===== src/rtl/mdu_pkg.sv =====
package mdu_pkg;
  localparam int unsigned MDU_AW = 3;

  localparam logic [MDU_AW-1:0] WA_MCAND   = 3'd0;
  localparam logic [MDU_AW-1:0] WA_MPLIER  = 3'd1;
  localparam logic [MDU_AW-1:0] WA_DVD_LO  = 3'd2;
  localparam logic [MDU_AW-1:0] WA_DVD_HI  = 3'd3;
  localparam logic [MDU_AW-1:0] WA_DIVISOR = 3'd4;

  localparam logic [MDU_AW-1:0] RA_QUO_LO  = 3'd0;
  localparam logic [MDU_AW-1:0] RA_QUO_HI  = 3'd1;
  localparam logic [MDU_AW-1:0] RA_RES_LO  = 3'd2;
  localparam logic [MDU_AW-1:0] RA_RES_HI  = 3'd3;

  typedef enum logic [1:0] {
    OP_IDLE = 2'd0,
    OP_MUL  = 2'd1,
    OP_DIV  = 2'd2
  } op_e;
endpackage


===== src/rtl/mdu_regs.sv =====
module mdu_regs
  import mdu_pkg::*;
#(
  parameter int unsigned W = 8
) (
  input  logic              clk,
  input  logic              rst,
  input  logic              wr_en,
  input  logic [MDU_AW-1:0] addr,
  input  logic [W-1:0]      wr_data,
  output logic              wr_mplier,
  output logic              wr_divisor,
  output logic [W-1:0]      mcand,
  output logic [2*W-1:0]    dividend
);
  logic [W-1:0] mcand_q;
  logic [W-1:0] dvd_lo_q;
  logic [W-1:0] dvd_hi_q;

  assign wr_mplier  = wr_en && (addr == WA_MPLIER);
  assign wr_divisor = wr_en && (addr == WA_DIVISOR);

  always_ff @(posedge clk) begin
    if (rst) begin
      mcand_q  <= '0;
      dvd_lo_q <= '0;
      dvd_hi_q <= '0;
    end else if (wr_en) begin
      case (addr)
        WA_MCAND:  mcand_q  <= wr_data;
        WA_DVD_LO: dvd_lo_q <= wr_data;
        WA_DVD_HI: dvd_hi_q <= wr_data;
        default: ;
      endcase
    end
  end

  assign mcand    = mcand_q;
  assign dividend = {dvd_hi_q, dvd_lo_q};
endmodule


===== src/rtl/mdu_control.sv =====
module mdu_control
  import mdu_pkg::*;
#(
  parameter int unsigned W  = 8,
  parameter int unsigned CW = $clog2(2*W+1)
) (
  input  logic          clk,
  input  logic          rst,
  input  logic          step_en,
  input  logic          wr_mplier,
  input  logic          wr_divisor,
  output logic          mul_go,
  output logic          div_go,
  output logic          step_mul,
  output logic          step_div,
  output op_e           op,
  output logic [CW-1:0] cnt
);
  localparam logic [CW-1:0] MUL_STEPS = CW'(W);
  localparam logic [CW-1:0] DIV_STEPS = CW'(2*W);

  op_e           op_q;
  logic [CW-1:0] cnt_q;
  logic          idle;
  logic          fire;

  assign idle     = (op_q == OP_IDLE);
  assign mul_go   = wr_mplier && idle;
  assign div_go   = wr_divisor && idle;
  assign fire     = step_en && !idle && !wr_mplier && !wr_divisor;
  assign step_mul = fire && (op_q == OP_MUL);
  assign step_div = fire && (op_q == OP_DIV);

  always_ff @(posedge clk) begin
    if (rst) begin
      op_q  <= OP_IDLE;
      cnt_q <= '0;
    end else if (mul_go) begin
      op_q  <= OP_MUL;
      cnt_q <= MUL_STEPS;
    end else if (div_go) begin
      op_q  <= OP_DIV;
      cnt_q <= DIV_STEPS;
    end else if (fire) begin
      cnt_q <= cnt_q - 1'b1;
      if (cnt_q == CW'(1)) op_q <= OP_IDLE;
    end
  end

  assign op  = op_q;
  assign cnt = cnt_q;
endmodule


===== src/rtl/mdu_datapath.sv =====
module mdu_datapath #(
  parameter int unsigned W = 8
) (
  input  logic           clk,
  input  logic           rst,
  input  logic           wr_mplier,
  input  logic           wr_divisor,
  input  logic           mul_go,
  input  logic           div_go,
  input  logic           step_mul,
  input  logic           step_div,
  input  logic [W-1:0]   bus_data,
  input  logic [W-1:0]   mcand,
  input  logic [2*W-1:0] dividend,
  output logic [2*W-1:0] prod,
  output logic [2*W-1:0] quo
);
  localparam int unsigned RW = 2*W;
  localparam int unsigned SW = 3*W;

  logic [RW-1:0] prod_q;
  logic [RW-1:0] quo_q;
  logic [SW-1:0] shift_q;
  logic [SW-1:0] shr;
  logic          ge;
  logic [RW-1:0] add_res;
  logic [RW-1:0] sub_res;

  assign shr     = shift_q >> 1;
  assign ge      = {{W{1'b0}}, prod_q} >= shr;
  assign add_res = prod_q + shift_q[RW-1:0];
  assign sub_res = prod_q - shr[RW-1:0];

  always_ff @(posedge clk) begin
    if (rst) begin
      prod_q  <= '0;
      quo_q   <= '0;
      shift_q <= '0;
    end else begin
      if (wr_mplier)                prod_q <= '0;
      else if (wr_divisor)          prod_q <= dividend;
      else if (step_mul && quo_q[0]) prod_q <= add_res;
      else if (step_div && ge)      prod_q <= sub_res;

      if (mul_go)        quo_q <= {bus_data, mcand};
      else if (step_mul) quo_q <= quo_q >> 1;
      else if (step_div) quo_q <= {quo_q[RW-2:0], ge};

      if (mul_go)        shift_q <= SW'(bus_data);
      else if (div_go)   shift_q <= {bus_data, {RW{1'b0}}};
      else if (step_mul) shift_q <= shift_q << 1;
      else if (step_div) shift_q <= shr;
    end
  end

  assign prod = prod_q;
  assign quo  = quo_q;
endmodule


===== src/rtl/mdu_readport.sv =====
module mdu_readport
  import mdu_pkg::*;
#(
  parameter int unsigned W = 8
) (
  input  logic              clk,
  input  logic              rst,
  input  logic              rd_en,
  input  logic [MDU_AW-1:0] addr,
  input  logic [2*W-1:0]    quo,
  input  logic [2*W-1:0]    prod,
  output logic [W-1:0]      rd_data
);
  logic [W-1:0] sel;
  logic [W-1:0] rd_q;

  always_comb begin
    case (addr)
      RA_QUO_LO: sel = quo[W-1:0];
      RA_QUO_HI: sel = quo[2*W-1:W];
      RA_RES_LO: sel = prod[W-1:0];
      RA_RES_HI: sel = prod[2*W-1:W];
      default:   sel = '0;
    endcase
  end

  always_ff @(posedge clk) begin
    if (rst)        rd_q <= '0;
    else if (rd_en) rd_q <= sel;
  end

  assign rd_data = rd_q;
endmodule


===== src/rtl/seq_muldiv.sv =====
module seq_muldiv
  import mdu_pkg::*;
#(
  parameter int unsigned OP_W = 8
) (
  input  logic              clk,
  input  logic              rst,
  input  logic              step_en,
  input  logic [MDU_AW-1:0] addr,
  input  logic              wr_en,
  input  logic [OP_W-1:0]   wr_data,
  input  logic              rd_en,
  output logic [OP_W-1:0]   rd_data
);
  localparam int unsigned CW = $clog2(2*OP_W+1);

  logic              wr_mplier;
  logic              wr_divisor;
  logic [OP_W-1:0]   mcand;
  logic [2*OP_W-1:0] dividend;
  logic              mul_go;
  logic              div_go;
  logic              step_mul;
  logic              step_div;
  op_e               op;
  logic [CW-1:0]     cnt;
  logic [2*OP_W-1:0] prod;
  logic [2*OP_W-1:0] quo;

  mdu_regs #(.W(OP_W)) u_regs (
    .clk(clk), .rst(rst), .wr_en(wr_en), .addr(addr), .wr_data(wr_data),
    .wr_mplier(wr_mplier), .wr_divisor(wr_divisor),
    .mcand(mcand), .dividend(dividend)
  );

  mdu_control #(.W(OP_W), .CW(CW)) u_ctrl (
    .clk(clk), .rst(rst), .step_en(step_en),
    .wr_mplier(wr_mplier), .wr_divisor(wr_divisor),
    .mul_go(mul_go), .div_go(div_go),
    .step_mul(step_mul), .step_div(step_div),
    .op(op), .cnt(cnt)
  );

  mdu_datapath #(.W(OP_W)) u_dp (
    .clk(clk), .rst(rst),
    .wr_mplier(wr_mplier), .wr_divisor(wr_divisor),
    .mul_go(mul_go), .div_go(div_go),
    .step_mul(step_mul), .step_div(step_div),
    .bus_data(wr_data), .mcand(mcand), .dividend(dividend),
    .prod(prod), .quo(quo)
  );

  mdu_readport #(.W(OP_W)) u_rd (
    .clk(clk), .rst(rst), .rd_en(rd_en), .addr(addr),
    .quo(quo), .prod(prod), .rd_data(rd_data)
  );
endmodule


===== config.mk =====
export PLATFORM = sky130hd
export DESIGN_NAME = seq_muldiv
export DESIGN_NICKNAME = d
export VERILOG_FILES = /design/src/rtl/mdu_pkg.sv /design/src/rtl/mdu_regs.sv /design/src/rtl/mdu_control.sv /design/src/rtl/mdu_datapath.sv /design/src/rtl/mdu_readport.sv /design/src/rtl/seq_muldiv.sv
export SDC_FILE = /design/constraint.sdc
export NUM_CORES = 1
export LEC_CHECK = 0
export BUFFER_PORTS_ARGS = -buffer_cell sky130_fd_sc_hd__buf_2
export CAP_MARGIN = 5
export CORE_ASPECT_RATIO = 1.2
export CORE_MARGIN = 5
export CORE_UTILIZATION = 40
export DETAILED_ROUTE_END_ITERATION = 8
export SYNTH_ARGS = -nofsm -noshare
export SYNTH_HDL_FRONTEND = slang
export SYNTH_SLANG_ARGS = --single-unit

===== constraint.sdc =====
create_clock -name clk -period 6.2 [get_ports clk]
set_input_delay 1.86 -clock clk [delete_from_list [all_inputs] [get_ports clk]]
set_output_delay 1.86 -clock clk [all_outputs]
set_load 0.01 [all_outputs]

Yosys cells after proc, flatten, opt, wreduce, memory -nomap -nowiden. Cells that the tools add are included.

Add/sub/neg operators: 3. Multiply operators: 0. Div/mod/pow operators: 0. Magnitude comparators: 1. Equal/unequal tests: 7. Shift-type cells: 0. Multiplexer cells: 18. Bitwise operators: 0. Reduce and logical (&&, ||, !) cells: 33.

Operator list (number): 16-bit two-way mux (6); 24-bit two-way mux (3); 8-bit case mux with 4 select lines (1); 16-bit by 23-bit greater-or-equal comparator with 1-bit output (1); 16-bit adder (1); 16-bit subtractor (1); 3-bit nonzero test (5); 1-bit logical AND (11); 5-bit two-way mux (2); 2-bit AND reduction (5); 8-bit two-way mux (1); 3-bit by 2-bit == test with 1-bit output, second input constant (2); 2-bit two-way mux (3); 2-bit nonzero test (3); 5-bit by 1-bit == test with 1-bit output, second input constant (1); 5-bit by 1-bit subtractor with 5-bit output, second input constant (1); 4-bit two-way mux (1); 4-bit nonzero test (1); 2-bit OR reduction (2); 3-bit by 1-bit == test with 1-bit output, second input constant (1); 3-bit == test, second input constant (1); 1-bit zero test (3); 3-bit zero test (1); 3-bit OR reduction (1); other kinds (4) (4).

Register bits: 95. Latch bits: 0. Memory bits (writable): 0. Bits in read-only memories: 0. Input port bits: 16. Output and inout port bits: 8. Logic and storage cells: 76. Memories kept: 0.

Logic depth before layout (Yosys ltp).
Word-level depth: 10. Gate-level depth with buffers: 18. Gate-level depth less buffers: 17.

Hierarchy. A second synthesis with hierarchy kept.

Cells, all modules: 784. Area, all modules: 6488.7 um2.

Modules (own cells, without submodules): mdu_datapath (times used 1, cells each 588, area each 4405.5 um2); mdu_regs (times used 1, cells each 95, area each 1023.5 um2); mdu_readport (times used 1, cells each 54, area each 599.3 um2); mdu_control (times used 1, cells each 47, area each 460.4 um2).

Worst setup path after synthesis. Ideal clock, no wire load.

Kind: input to register. Start: input port addr[2]. End: register u_dp.prod_q[15], in the netlist u_dp.prod[15]. Arrival time: 4797 ps. Data required time: 6116 ps. Setup slack: 1319 ps. Stages: 15. Path buffers: 3. Cells stage by stage: buf_2 > xnor2_1 > o21ai_1 > clkbuf_1 > buf_1 > o21ai_0 > a21oi_1 > ha_1 > a21o_1 > a31o_2 > a41o_1 > a21oi_1 > o21ai_0 > and4_1 > o31ai_2.

Longest elaborated chain between the ends: 9.

Ends and longest elaborated chain: start: declaration (line seq_muldiv.sv:9) `input logic [MDU_AW-1:0] addr,`; 3-bit by 1-bit == test with 1-bit output (line mdu_regs.sv:20) `assign wr_mplier = wr_en && (addr == WA_MPLIER);`; 1-bit logical AND (line mdu_regs.sv:20); 1-bit zero test (line mdu_control.sv:30) `assign fire = step_en && !idle && !wr_mplier && !wr_divisor;`; 1-bit logical AND (2 in a row) (line mdu_control.sv:30); 1-bit logical AND (line mdu_control.sv:31) `assign step_mul = fire && (op_q == OP_MUL);`; 1-bit logical AND (line mdu_datapath.sv:42) `else if (step_mul && quo_q[0]) prod_q <= add_res;`; 16-bit two-way mux (line mdu_datapath.sv:42); 16-bit two-way mux (line mdu_datapath.sv:41) `else if (wr_divisor) prod_q <= dividend;`; end signal: assignment (line mdu_datapath.sv:41); end signal: assignment (line mdu_datapath.sv:42); end signal: assignment (line mdu_datapath.sv:43) `else if (step_div && ge) prod_q <= sub_res;`; end: declaration (line mdu_datapath.sv:21) `logic [RW-1:0] prod_q;`.

Several ways; a longest one is shown, not always the timed one. A chain may end at the register's enable or synchronous reset.

Worst setup path after layout.
Start: input port addr[1]. End: register u_dp.prod_q[15], in the netlist u_dp.prod[15].

Same word-level chain as after synthesis.

==> out/qor.yml <==
run_status:
  status: "completed"
placement:
  dp_hpwl_um: 12800
  place_congestion: 0.979
  io_buffers: 23
  place_ws_ps: 988
sta:
  finalSetupTns_ps: 0
  tightest_slew_ps: 1050
  period_minus_slack_ps: 4870
  slew_violations: 0
  clock.fmax_ghz: 0.205
  post-route-period-util_pct: 78.6
  setup_slack_ps: 1330
  finClkSkew_ps: 10.3
  whs_ps: 459
  slew_headroom_pct: 30.0
  rsz0062_at_grt: "false"
  hold_viol: 0
  setup_violations: 0
logic_synthesis:
  async_flop_share_pct: 0
  synth.yosys.warnings: 0
  syn_inst: 748
  synthFlopType: "dfxtp_1"
  syn_nets: 801
  synth_cell_types: 66
  netlist.area_leader.share_pct: 32.0
  synth_top_area_cell: "dfxtp_1"
  synth-edff-count: 0
  avgSynthCellArea_um2: 7.95
  ys_top_cells_by_area: "dfxtp_1 32%, a21oi_1 8.8%, ha_1 7.6%"
  netlist_area_mm2: 0.00595
  ys_seq_area_share_pct: 32.0
  synth_seq_cells: 95
drt:
  drt_pre_antenna_iters: 6
  wl_per_cell_um: 18.3
  postRouteAntennaNets: 0
  routed_via_density: 5.85
  first_iter_violations: 424
  routed-via-count: 5502
  post-route-drc-count: 0
  routed_wl_um: 17200
cts:
  numClockSinks: 95
  ctsHoldBuffers: 0
  cts_root_buf: "clkbuf_16"
  cts_setup_buffers: 0
  clk_latency_ps: 360
  cts_tree: "yes"
  cts_max_path_buffers: 2
  htreeDepth: 3
  path_clk_slew_ps: 70
  cts-buffers-inserted: 9
  cts_resized: 0
worst_setup_path:
  cp.required_ps: 6450
  reg2reg_slack_ps: 1930
  end_kind: "flop"
  critPathMaxFanout: 23
  start_kind: "input port"
  regToRegStartpoint: "u_dp.shift_q[1]"
  r2r_cells: 16
  r2r_end: "u_dp.prod[14]"
  cp.arrival_ps: 5120
  critPathKind: "input port to flop"
run:
  cap_violations: 0
layout:
  syn_to_final_growth_pct: 8.78
  antenna_cells: 0
  drive_gt1_share_pct: 9.04
  nets: 790
global_route:
  grt_start_max_net_pins: 37
  grt_pass1_vias: 5150
  grt_pass1_wl_um: 27000
  grt_overflow: 0
  antenna_found_initial: 0
  grt_use_total_pct: 20.0
power:
  ir_drop_uv: 131
  total_power_mw: 1.59
  p_leak_nw: 2.51
  p_per_area_mw_per_mm2: 246
floorplan:
  chipHeight_um: 144
  start_util_pct: 41.1
  die_area_mm2: 0.0174
  die_w_um: 121
  core_area_mm2: 0.0145
  core.rowCount: 48
  pin_count: 24
min_path:
  hold_path_class: "flop to flop"
  hold_start: "u_regs.dvd_lo_q[4]"
  min_to: "u_regs.dvd_lo_q[4]"
  holdPathStages: 2
## layout make-up
type	instances	area (µm²)
clock buffers	10	229
inverters	21	78.8
repair buffers	33	190
clock inverters	5	60.1
fillers	1449	8010
well taps	200	250
multi-input cells	577	3760
flip-flops and latches	95	1900
## sequential cells by signal (all words and copies together), names as in the netlist
name	count
u_regs.mcand	8
u_rd.rd_data	8
u_dp.shift_q	24
u_ctrl.op	2
u_regs.dvd_hi_q	8
u_dp.prod	16
u_regs.dvd_lo_q	8
u_ctrl.cnt	5
u_dp.quo	16
## synth_stat cells (all sizes together), types with 13 or more instances
| cell | count |
|---|---|
| a21o | 16 |
| o21ai | 19 |
| clkbuf | 43 |
| nor2b | 16 |
| a21oi | 106 |
| a211oi | 30 |
| nand2 | 105 |
| a22oi | 23 |
| nor3 | 13 |
| nor2 | 67 |
| ha | 36 |
| dfxtp | 95 |
| mux2i | 19 |
| inv | 21 |
## cells in the final DEF (no fill, tap or decap), types with 16 or more instances in the layout
cell,instances
inv_1,20
nor2b_1,16
a21o_1,16
a211oi_1,30
o21ai_0,17
a22oi_1,23
mux2i_1,19
nand2_1,105
nor2_1,67
ha_1,36
buf_2,23
dfxtp_1,95
a21oi_1,105
## how the worst max path moves through the flow
stage	startpoint	end	cells past startpoint
global placement	addr[1]	u_dp.prod[15]	15
CTS	addr[0]	u_dp.prod[15]	14
floorplan	addr[2]	u_dp.prod[15]	15
global route	addr[0]	u_dp.prod[15]	14
detailed placement	addr[0]	u_dp.prod[15]	14
finish	addr[1]	u_dp.prod[15]	14
## metal layers
metal | track usage, % | vias up | wire length, µm
met5 | 0 | - | 0
met4 | 10.6 | 0 | 756
met3 | 3.78 | 41 | 782
met2 | 34.6 | 148 | 8490
met1 | 23.3 | 2616 | 7160
li1 | - | 2697 | -
## cells by family (layout without fill, tap and decap cells)
| kind of cell | count (synthesis) | count (layout) | share of synthesized area, % |
|---|---|---|---|
| muxes | 29 | 29 | 6.61 |
| DFF | 95 | 95 | 32.0 |
| adders and majority gates | 37 | 37 | 7.91 |
| and+or+nand+nor | 254 | 254 | 19.9 |
| AOI/OAI and AO/OA | 241 | 241 | 26.0 |
| buffers and inverters | 76 | 69 | 5.16 |
| xor gates and xnor gates | 16 | 16 | 2.36 |
## power breakdown
group / switching [mW] / internal (mW)
registers: 0.0282 / 0.629
logic: 0.225 / 0.156
clock network: 0.240 / 0.311
total: 0.493 / 1.10
## critical path: stages
cell and delay, ps:
buf_2 190, nand2b_1 260, o21ai_2 310, buf_4 310, o31a_1 170, a21oi_1 80
ha_1 390, a21o_1 230, a31o_2 220, a41o_1 230, a21oi_1 300, o21ai_0 160
a211oi_1 290, o31ai_2 110
## per-stage QoR
stage	utilization, %	std cells	instance area [µm²]
2_1_floorplan	-	748	5950
3_3_place_gp	42.7	926	6180
3_5_place_dp	42.7	926	6180
4_1_cts	44.7	941	6470
5_1_grt	44.7	941	6470
6_report	44.7	941	6470
Power figures use the tool's default switching activity.
